## config.mk

```make
export PLATFORM = sky130hd
export DESIGN_NAME = tick_catchup
export DESIGN_NICKNAME = d
export VERILOG_FILES = /design/src/rtl/tick_pkg.sv /design/src/rtl/tick_ctrl.sv /design/src/rtl/tick_datapath.sv /design/src/rtl/tick_catchup.sv
export SDC_FILE = /design/constraint.sdc
export NUM_CORES = 1
export LEC_CHECK = 0
export BUFFER_PORTS_ARGS = -buffer_cell sky130_fd_sc_hd__buf_2
export CORE_MARGIN = 4
export CORE_UTILIZATION = 55
export DETAILED_ROUTE_END_ITERATION = 6
export PLACE_DENSITY = 0.77
export SLEW_MARGIN = 20
export SYNTH_ARGS = -nofsm -noshare
export SYNTH_HDL_FRONTEND = slang
export SYNTH_SLANG_ARGS = --single-unit
```

## constraint.sdc

```tcl
create_clock -name clk -period 8.51 [get_ports clk]
set_clock_uncertainty 0.15 [all_clocks]
set_input_delay 0.4255 -clock clk [delete_from_list [all_inputs] [get_ports clk]]
set_output_delay 0.4255 -clock clk [all_outputs]
set_load 0.02 [all_outputs]
```

## src/rtl/tick_pkg.sv

```systemverilog
package tick_pkg;
  typedef struct packed {
    logic load;
    logic subStep;
    logic divStep;
    logic finish;
  } ctlStrobe_t;

  typedef enum logic [2:0] {
    ST_IDLE,
    ST_DECIDE,
    ST_SUB,
    ST_DIV,
    ST_FIN
  } ctlState_t;
endpackage

```

## src/rtl/tick_ctrl.sv

```systemverilog
module tick_ctrl
  import tick_pkg::*;
(
  input  logic       clk,
  input  logic       rstN,
  input  logic       start,
  input  logic       zeroPer,
  input  logic       initOp,
  input  logic       useSub,
  input  logic       subMore,
  input  logic       divLast,
  output ctlStrobe_t strb,
  output logic       done
);
  ctlState_t state, stateNext;

  always_comb begin
    stateNext = state;
    strb = '0;
    unique case (state)
      ST_IDLE: if (start) begin
        strb.load = 1'b1;
        stateNext = ST_DECIDE;
      end
      ST_DECIDE: begin
        if (zeroPer || initOp) stateNext = ST_FIN;
        else if (useSub)       stateNext = ST_SUB;
        else                   stateNext = ST_DIV;
      end
      ST_SUB: begin
        if (subMore) strb.subStep = 1'b1;
        else         stateNext = ST_FIN;
      end
      ST_DIV: begin
        strb.divStep = 1'b1;
        if (divLast) stateNext = ST_FIN;
      end
      ST_FIN: begin
        strb.finish = 1'b1;
        stateNext = ST_IDLE;
      end
      default: stateNext = ST_IDLE;
    endcase
  end

  always_ff @(posedge clk) begin
    if (!rstN) begin
      state <= ST_IDLE;
      done  <= 1'b0;
    end else begin
      state <= stateNext;
      done  <= strb.finish;
    end
  end

  assert_done_pulse_R9: assert property (@(posedge clk) disable iff (!rstN)
    done |=> !done);
  assert_one_strobe_R9: assert property (@(posedge clk) disable iff (!rstN)
    $onehot0({strb.load, strb.subStep, strb.divStep, strb.finish}));
endmodule

```

## src/rtl/tick_datapath.sv

```systemverilog
module tick_datapath
  import tick_pkg::*;
#(
  parameter int W = 32,
  parameter int SKIP_BITS = 13,
  parameter int SUB_SHIFT = 5
) (
  input  logic         clk,
  input  logic         rstN,
  input  ctlStrobe_t   strb,
  input  logic         initIn,
  input  logic [W-1:0] nowIn,
  input  logic [W-1:0] nextIn,
  input  logic [W-1:0] perIn,
  input  logic [W-1:0] rateIn,
  output logic         zeroPer,
  output logic         initOp,
  output logic         useSub,
  output logic         subMore,
  output logic         divLast,
  output logic [W-1:0] ticksOut,
  output logic [W-1:0] nextOut,
  output logic [W-1:0] cmpOut,
  output logic         lateOut,
  output logic         errOut
);
  localparam int CW = $clog2(W);

  logic [W-1:0]  nowR, perR, rateR, elapsedR, remR, ticksR, qReg;
  logic [W:0]    pRem;
  logic [CW-1:0] bitCnt;
  logic          initR;

  logic [W:0]    shifted, trial;
  logic          fit;
  logic [W-1:0]  remSel, tickSel, toBoundary, nextCalc, cmpCalc;

  assign zeroPer = (perR == '0);
  assign initOp  = initR;
  assign useSub  = (elapsedR >> SUB_SHIFT) < perR;
  assign subMore = remR > perR;
  assign divLast = (bitCnt == CW'(W - 1));

  assign shifted = {pRem[W-1:0], qReg[W-1]};
  assign fit     = shifted >= {1'b0, perR};
  assign trial   = shifted - {1'b0, perR};

  assign remSel     = useSub ? remR : pRem[W-1:0];
  assign tickSel    = useSub ? ticksR : qReg + W'(1);
  assign toBoundary = perR - remSel;
  assign nextCalc   = nowR + toBoundary;
  assign cmpCalc    = ((toBoundary >> SKIP_BITS) == '0) ? nextCalc + perR : nextCalc;

  always_ff @(posedge clk) begin
    if (!rstN) begin
      nowR <= '0; perR <= '0; rateR <= '0; elapsedR <= '0; initR <= 1'b0;
      remR <= '0; ticksR <= '0; qReg <= '0; pRem <= '0; bitCnt <= '0;
      ticksOut <= '0; nextOut <= '0; cmpOut <= '0; lateOut <= 1'b0; errOut <= 1'b0;
    end else begin
      if (strb.load) begin
        nowR     <= nowIn;
        perR     <= perIn;
        rateR    <= rateIn;
        initR    <= initIn;
        elapsedR <= nowIn - nextIn;
        remR     <= nowIn - nextIn;
        qReg     <= nowIn - nextIn;
        ticksR   <= W'(1);
        pRem     <= '0;
        bitCnt   <= '0;
      end
      if (strb.subStep) begin
        remR   <= remR - perR;
        ticksR <= ticksR + W'(1);
      end
      if (strb.divStep) begin
        pRem   <= fit ? trial : shifted;
        qReg   <= {qReg[W-2:0], fit};
        bitCnt <= bitCnt + CW'(1);
      end
      if (strb.finish) begin
        if (zeroPer) begin
          errOut   <= 1'b1;
          ticksOut <= '0;
          lateOut  <= 1'b0;
        end else if (initR) begin
          errOut   <= 1'b0;
          ticksOut <= '0;
          lateOut  <= 1'b0;
          nextOut  <= nowR + perR;
          cmpOut   <= nowR + perR;
        end else begin
          errOut   <= 1'b0;
          ticksOut <= tickSel;
          lateOut  <= tickSel > rateR;
          nextOut  <= nextCalc;
          cmpOut   <= cmpCalc;
        end
      end
    end
  end

  assert_sub_step_R2: assert property (@(posedge clk) disable iff (!rstN)
    strb.subStep |=> (ticksR == $past(ticksR) + W'(1)) && (remR < $past(remR)));
  assert_div_rem_R3: assert property (@(posedge clk) disable iff (!rstN)
    strb.divStep |=> pRem < {1'b0, perR});
  assert_cmp_grid_R6: assert property (@(posedge clk) disable iff (!rstN)
    (strb.finish && !zeroPer) |=> (cmpOut == nextOut) || (cmpOut == nextOut + perR));
  assert_zero_period_R8: assert property (@(posedge clk) disable iff (!rstN)
    (strb.finish && zeroPer) |=> errOut && (ticksOut == '0) && $stable(nextOut));
endmodule

```

## src/rtl/tick_catchup.sv

```systemverilog
module tick_catchup
  import tick_pkg::*;
#(
  parameter int W = 32,
  parameter int SKIP_BITS = 13,
  parameter int SUB_SHIFT = 5
) (
  input  logic         clk,
  input  logic         rstN,
  input  logic         start,
  input  logic         initMode,
  input  logic [W-1:0] nowCnt,
  input  logic [W-1:0] nextTickIn,
  input  logic [W-1:0] period,
  input  logic [W-1:0] tickRate,
  output logic         done,
  output logic [W-1:0] ticksOut,
  output logic [W-1:0] nextTickOut,
  output logic [W-1:0] compareOut,
  output logic         lateFlag,
  output logic         periodErr
);
  ctlStrobe_t strb;
  logic zeroPer, initOp, useSub, subMore, divLast;

  tick_ctrl i_ctrl (
    .clk(clk), .rstN(rstN), .start(start),
    .zeroPer(zeroPer), .initOp(initOp), .useSub(useSub),
    .subMore(subMore), .divLast(divLast),
    .strb(strb), .done(done)
  );

  tick_datapath #(.W(W), .SKIP_BITS(SKIP_BITS), .SUB_SHIFT(SUB_SHIFT)) i_dp (
    .clk(clk), .rstN(rstN), .strb(strb), .initIn(initMode),
    .nowIn(nowCnt), .nextIn(nextTickIn), .perIn(period), .rateIn(tickRate),
    .zeroPer(zeroPer), .initOp(initOp), .useSub(useSub),
    .subMore(subMore), .divLast(divLast),
    .ticksOut(ticksOut), .nextOut(nextTickOut), .cmpOut(compareOut),
    .lateOut(lateFlag), .errOut(periodErr)
  );
endmodule

```

==> summary by stage, run 1 <==
Synth
The cell area after synthesis is 27,730 um2. After synthesis, the netlist uses 86 different library cells. The register bit total from synthesis is 359.

The synthesized area per cell is 7.642 um2. The primary flip-flop cell chosen by synthesis mapping is sky130_fd_sc_hd__dfxtp_1. The number of enable-type register cells in the synthesized netlist is 0.

The number of warning messages in the yosys log is 0. The share of async-settable or async-resettable flops after synthesis is 0%. After synthesis, the most frequently instantiated cells are sky130_fd_sc_hd__a21oi_1, sky130_fd_sc_hd__nand2_1, sky130_fd_sc_hd__dfxtp_1.

The top cell type by area accounts for 25.92% of the synthesized area. In the synthesized netlist, the number of instances is 3,628. The biggest area contributor in the post-synthesis netlist is sky130_fd_sc_hd__dfxtp_1. Summing the sequential cell areas from Yosys gives 25.92% of the chip area.

Among all cell types in the netlist, the one instantiated most often is sky130_fd_sc_hd__a21oi_1. Sorting the synthesized cells by area gives the leading types as sky130_fd_sc_hd__dfxtp_1, sky130_fd_sc_hd__ha_1, sky130_fd_sc_hd__a21oi_1. The number of nets in the synthesized netlist is 4,050.

Finish
The number of antenna cells inserted is 0. Relative to the synthesized area, the layout overhead comes to 15.17%. In the final design database the tool counted 4,308 nets. The filler cell count is 4,399. The fraction of layout cells with a size suffix above 1 is 11.30%.

Critical path
STA puts the critical path data arrival time at 8.62 ns. Along the worst path, the maximum fanout reaches 6. On the worst path, the slowest cell contributes a delay of 0.41 ns. The worst setup path is captured at a register. The worst setup path is launched from a register. The worst endpoint required time is 8.90 ns. On the critical path, the stage with the largest delay is an instance of sky130_fd_sc_hd__a311o_1. The most repeated library cell on the critical path is sky130_fd_sc_hd__ha_1.

The classification of the worst setup path is register to register.

STA
Summed over all failing endpoints, the final setup total negative slack is 0 ns. The total count of hold-check failures in the final report is 0. The achievable clock frequency is 121.5 MHz.

Setup repair after global routing could not meet its margin everywhere. The worst path uses 96.68% of the clock period. Across all setup checks in the final design, the least slack found is 0.2821 ns. The relative max-transition margin is 25.24%. Setup violations remaining at the end of the flow were counted as 0. The tightest hold path in the finished design has a slack of 0.01673 ns. The final period demand of the worst path is 8.228 ns. The slew at the pin closest to its max-slew limit is 1.121 ns. The number of slew-limit violations in the final report is 0.

Floorplan
For this configuration, the core starts out at a cell density of 55.49%. The floorplan has 82 rows. Measured along the x axis, the die boundary spans 232.5 um.

The die covers 54,070 um2. The die height is 232.5 um. For this design the top-level I/O count stands at 231. The floorplan step defined a core boundary enclosing 49,970 um2.

Outcome
The run finished with clean final reports.

Place
Detailed placement ended at an HPWL of 72.12 mm. At the placement stage, the worst setup path has a slack of -0.03399 ns. The final estimated routing congestion in global placement is 1.005. The number of port buffers is 230.

Power
The proportion of total power due to net switching is 46.59%. Internal power comes to 5.261 mW. The analysis attributes to cell leakage a power of 14.28 nW. The clock network fraction of design power is 18.3%. Sequential cells burn 20.2% of the power. The share of power burned in combinational logic is 61.4%. The design draws 9.850 mW. The largest voltage drop on the vdd net is 237.7 uV. The power per standard cell area is 308.5 nW/um2. The total net switching power is 4.589 mW.

Route
For this block, the initial DRC count from the detailed router was 2,879. The number of vias per cell is 6.277. The number of iterations in the first detailed-routing pass is 6.

The total via count in the routed design is 28,780. The count of nets left with antenna violations once routing finished came out at 0. For this run, design rule violations remaining after detail routing come to 0.

The post-detailed-route wirelength per cell is 21.13 um. For this block, the routed nets add up to 96.88 mm of wire.

Run
Across the run, the number of max-cap violations was 0.

Clock network
No sink is reached through more buffers than the 3 on the longest clock path. The number of levels the H-tree was split into is 2. Clock tree synthesis selected as its root buffer the cell sky130_fd_sc_hd__clkbuf_16. The number of clock sinks is 359.

TritonCTS built the clock tree. Clock-pin slew was measured on the worst setup and hold paths at 0.06 ns. For the worst-skew pair, the clock arrives at the later sink with an insertion delay of 0.60 ns. The total CTS buffers is 40.

Global routing
The global-route wire length before repair is 147.4 mm. Entering global routing, the biggest net connects 99 pins. Summed over all layers, the global routing overflow is 0. The number of antenna violations at the first check in global routing is 1. The number of global-route vias before repair is 26,520. For this run, the total global-route usage over all layers was measured as 34.09%.

Hold path
The path category of the worst min-delay check is input port to register.
[stage by stage]
stage	std cells	utilization [%]	area (um2)
5_1_grt	4585	63.91	31930
3_5_place_dp	4433	59.34	29650
6_report	4585	63.91	31930
3_3_place_gp	4433	59.34	29650
2_1_floorplan	3628	-	27730
4_1_cts	4577	63.49	31720
[area by class of cell]
cell class                      instances  area, um2  area share [%]
Clock buffer                           52       1107           3.468
Clock inverter                         17      211.5          0.6622
Inverter                              161      611.8           1.916
Multi-Input combinational cell       2945      19490           61.05
Sequential cell                       359       7188           22.51
Tap cell                              672      840.8           2.633
Timing Repair Buffer                  379       2477           7.759
[metal layers]
layer | vias up | track usage, % | share of wire [%]
met5 | - | 0 | 0.0072
met1 | 13410 | 43.81 | 41
met3 | 317 | 5.473 | 8.5
met2 | 1402 | 54.91 | 44
met4 | 2 | 18.42 | 6.2
li1 | 13650 | - | -
[kinds of logic (layout without fill, tap and decap cells)]
kind of cell / after synthesis / in the layout / share of synthesized area, %
simple gates: 1149 / 1149 / 19.28
xor+xnor: 214 / 214 / 6.810
buf+inv: 324 / 609 / 4.468
compound gates: 1192 / 1192 / 26.61
fa+ha+maj: 290 / 290 / 13.28
flops: 359 / 359 / 25.92
mux: 100 / 100 / 3.633
[timing repair]
action	CTS	global route
pin swaps	0	18
setup buffers	0	8
gates resized for setup	1	34
endpoints found under the hold margin	75	0
endpoints found under the setup margin	1	9
hold buffers	75	0
[critical path: cells and delay by family, from the launching register on]
family	cells	cell delay [ns]
flip-flops	1	0.32
buffers and inverters	2	0.24
AND/OR/NAND/NOR	8	1.49
AO/OA/AOI/OAI	18	4.10
multiplexers	1	0.19
XOR/XNOR	2	0.33
adder cells (fa/ha/maj)	4	1.35
[worst paths after layout]
path / depth (start not counted) / endpoint / from / slack [ns]
min reg2reg: 2 / i_dp.rateR[20] / i_dp.rateR[20] / 0.31
max: 35 / i_dp.cmpOut[31] / i_dp.perR[25] / 0.28
max reg2reg: 35 / i_dp.cmpOut[31] / i_dp.perR[25] / 0.28
min: 3 / i_ctrl.state[1] / start / 0.02
[placed cells by master (no fill, tap or decap), types with 69 or more instances in the layout]
cell,Yosys,layout
sky130_fd_sc_hd__nor3_1,69,69
sky130_fd_sc_hd__inv_1,160,159
sky130_fd_sc_hd__xnor2_1,129,129
sky130_fd_sc_hd__ha_1,283,278
sky130_fd_sc_hd__nor2_1,246,236
sky130_fd_sc_hd__a21oi_1,472,466
sky130_fd_sc_hd__buf_4,2,71
sky130_fd_sc_hd__nand3_1,78,77
sky130_fd_sc_hd__mux2i_1,95,95
sky130_fd_sc_hd__dfxtp_1,359,358
sky130_fd_sc_hd__dlygate4sd3_1,0,75
sky130_fd_sc_hd__buf_2,6,230
sky130_fd_sc_hd__a21o_1,132,132
sky130_fd_sc_hd__o21ai_0,206,201
sky130_fd_sc_hd__xor2_1,84,84
sky130_fd_sc_hd__nand2_1,464,462
[power groups by stage]
stage / sequential (mW) / clock, mW / combinational, mW
floorplan: 2.02 / 0 / 4.25
global placement: 2.02 / 0 / 5.69
detailed placement: 2.02 / 0 / 5.71
CTS: 1.99 / 1.82 / 5.79
global route: 2.01 / 1.88 / 6.60
finish: 1.99 / 1.81 / 6.05
Note: power is estimated with default switching activity, not from simulation.
==> run 2, diff against run 1 <==
--- a/config.mk
+++ b/config.mk
@@ -6,10 +6,12 @@
 export NUM_CORES = 1
 export LEC_CHECK = 0
 export BUFFER_PORTS_ARGS = -buffer_cell sky130_fd_sc_hd__buf_2
+export CORE_ASPECT_RATIO = 0.75
 export CORE_MARGIN = 4
 export CORE_UTILIZATION = 55
 export DETAILED_ROUTE_END_ITERATION = 6
-export PLACE_DENSITY = 0.77
+export PLACE_DENSITY = 0.74
+export RECOVER_POWER = 50
 export SLEW_MARGIN = 20
 export SYNTH_ARGS = -nofsm -noshare
 export SYNTH_HDL_FRONTEND = slang
==> constraint.sdc (replaced) <==
create_clock -name clk -period 8.7 [get_ports clk]
set_clock_uncertainty 0.15 [all_clocks]
set_input_delay 0.435 -clock clk [delete_from_list [all_inputs] [get_ports clk]]
set_output_delay 0.435 -clock clk [all_outputs]
set_load 0.02 [all_outputs]
==> run 2 against run 1 <==
Compared with the run above: the flow now finishes with violations (capacitance limit, slew limit); clock power down 3%; sequential power down 2%; maximum frequency down 1.1%; sequential share of layout area about the same.
==> summary by stage, run 2 (synthesized netlist as in run 1, its figures left out) <==
Outcome
The run finished, with violations left. The final reports fail on capacitance limit, slew limit.

STA
The total count of hold-check failures in the final report is 0 (unchanged). The least setup slack across all paths after layout is 0.3847 ns (+0.1026 ns). The count of endpoints failing setup in the final report came to 0 (unchanged).

The summed negative setup slack over all endpoints is 0 ns (unchanged). The relative max-transition margin is -168.3% (-190 points). The slew at the pin closest to its max-slew limit is 4.024 ns (+2.903 ns). The final period demand of the worst path is 8.315 ns (+0.08740 ns). The number of slew-limit violations in the final report is 285 (+285). The portion of the clock cycle consumed by the worst path in the final layout is 95.58% (-1.1 points). The achievable clock frequency came to 120.3 MHz (-1.1%).

Route
The post-detailed-route wirelength per cell is 22.18 um (+5.0%). The number of vias per cell is 6.334 (+0.91%). The initial DRC count came to 3,714 (+29%). The number of routed nets with antenna violations was 0 (unchanged). The post-detailed-route DRC marker count is 0 (unchanged). The total via count in the routed design is 29,170 (+1.4%). The final wirelength is 102.1 mm (+5.4%). The number of iterations in the first detailed-routing pass was 7 (+1).

Global routing
The overall fraction of global-route tracks in use was 35.94% (+1.8 points). The global route total overflow is 0 (unchanged). The number of antenna violations at the first check in global routing is 4 (+3). The global-route wire length before repair is 154.2 mm (+4.7%). The number of global-route vias before repair is 25,940 (-2.2%). The largest net degree at the start of global routing is 100 (+1.0%).

Critical path
The kind of end point of the critical path is a register. The largest stage delay on the critical path was 0.41 ns (about the same). By instance count, the cell type seen most on the critical path is sky130_fd_sc_hd__buf_4.

STA classifies the critical path startpoint as a register. The data arrival at the endpoint of the critical path is 8.65 ns (+0.03 ns). The worst endpoint required time is 9.04 ns (+0.14 ns).

The worst register-to-register path begins at i_dp.perR[25]. The slowest stage of the critical path is the sky130_fd_sc_hd__a311o_1 cell. The critical-path maximum fanout is 6 (unchanged). The classification of the worst setup path is register to register. The critical path launch point is i_dp.perR[25].

Hold path
In this run the worst hold path is classified as input port to register. The startpoint identified for the worst hold timing path is period[22].

Floorplan
The die extent in x came to 267.3 um (+15%). The overall die area was 54,100 um2 (about the same). The I/O pin count is 231 (unchanged). The initial cell density of the core is 56.23% (+0.74 points).

The area of the core region is 49,310 um2 (-1.3%). The site row count is 70 (-15%). The die height is 202.4 um (-13%).

Finish
Leaving out fill and tap cells, the most frequent cells in the layout are sky130_fd_sc_hd__a21oi_1, sky130_fd_sc_hd__nand2_1, sky130_fd_sc_hd__dfxtp_1. The count of placed standard cells in the final layout, fillers left out was 4,605 (+0.44%). The final layout net count is 4,348 (+0.93%).

The layout overhead on the synthesized area is 15.31%. The fraction of layout cells with a size suffix above 1 was 9.611% (-1.7 points). The most common library cell in the layout ignoring fill and taps is sky130_fd_sc_hd__a21oi_1.

Place
The final HPWL from detailed placement was 78.03 mm (+8.2%). The final estimated routing congestion in global placement came to 1.050 (+4.5%). The cell total after placement came to 4,465 (+0.72%). The number of port buffers is 230 (unchanged). The pre-CTS worst setup slack is -0.04910 ns (-0.01511 ns).

Power
The sequential share of power is 19.2% (-1.0 points). The clock network fraction of design power is 17.1% (-1.2 points). The power per standard cell area is 318.5 nW/um2 (+3.2%). The total net switching power is 4.766 mW (+3.8%).

The share of power burned in combinational logic is 63.7% (+2.3 points). The design internal power came to 5.416 mW (+2.9%). The proportion of total power due to net switching is 46.81% (+0.22 points). The leakage power total is 14.03 nW (-1.8%). The largest voltage drop on the vdd net is 163.5 uV (-31%).

Clock network
The total CTS buffers was 40 (unchanged). The clock transition time at the flip-flop clock pins of the worst setup and hold paths came to 0.06 ns (about the same). The number of levels the H-tree was split into is 2 (unchanged).

The CTS tree is yes. The source-to-sink clock delay at the later pin of the worst-skew pair is 0.57 ns (-0.03 ns). The buffer levels on the longest clock path is 3 (unchanged). The buffer cell driving the clock tree root is sky130_fd_sc_hd__clkbuf_16. The number of clock sinks is 359 (unchanged).

Run
The max-cap violation count was 5 (+5).
==> run 2: cell count changes in the layout (fill, tap and decap cells not counted), sizes merged, moves of 3 or more <==
cell	change
clkinvlp	-3
clkbuf	+111
dlygate4sd3	-18
buf	-46
clkinv	-5
diode	+3
==> run 2: what timing repair did <==
action / in CTS / in global routing
pin swaps: 0 / 16
buffers inserted: 0 / 9
resized for setup: 1 / 26
endpoints found under the setup margin: 2 / 9
hold buffers: 57 / 0
hold endpoints to repair: 57 / 0
gates cloned: 0 / 1
==> run 2: worst paths after layout <==
kind / to / slack, ns / cells past startpoint
max reg2reg: i_dp.cmpOut[29] / 0.38 / 38
min: i_dp.perR[22] / 0.004 / 3
max: i_dp.cmpOut[29] / 0.38 / 38
min reg2reg: i_dp.rateR[4] / 0.31 / 2
==> run 2: layout make-up <==
cell class,count,area [um2]
antenna,3,7.507
clock buffer,60,1177
clock inverter,10,117.6
fill,4389,17340
inverter,161,611.8
multi-input combinational,2946,19470
sequential,359,7188
tap,648,810.8
timing repair buffer,418,2582
==> run 2: stage by stage <==
| step | hold WS (ns) | util [%] | cell area [um2] | power [mW] |
|---|---|---|---|---|
| after floorplan | 0.2863 | - | 27730 | 6.141 |
| after global placement | 0.2931 | 60.91 | 30040 | 8.015 |
| after detailed placement | 0.2984 | 60.92 | 30040 | 8.036 |
| after CTS | 0.002359 | 64.71 | 31910 | 9.829 |
| after global routing | 0.01554 | 64.83 | 31970 | 10.80 |
| final | 0.004404 | 64.84 | 31970 | 10.18 |
==> run 2: worst max-delay path: cells and delay by family, from the launching register on <==
kind	cells	cell delay [ns]
AOI/OAI and AO/OA	18	3.44
and+or+nand+nor	6	1.13
adders and majority gates	4	1.42
DFF	1	0.33
xor gates and xnor gates	3	0.49
buffers and inverters	5	0.83
muxes	2	0.42
==> run 2: power groups by stage <==
stage          clock, mW  sequential (mW)  combinational [mW]
2_1_floorplan          0             1.98                4.16
3_3_place_gp           0             1.98                6.03
3_5_place_dp           0             1.98                6.05
4_1_cts             1.75             1.95                6.13
5_1_grt             1.81             1.97                7.02
6_report            1.75             1.95                6.48
==> run 2: per-layer routing <==
metal | GRT usage, % | vias up | share of wire, % | wire (um)
li1 | - | 13730 | - | -
met1 | 55.31 | 13620 | 46 | 47000
met2 | 48.19 | 1602 | 38 | 38880
met3 | 9.346 | 209 | 12 | 12760
met4 | 10.84 | 4 | 3.4 | 3462
met5 | 0 | - | 0.027 | 28
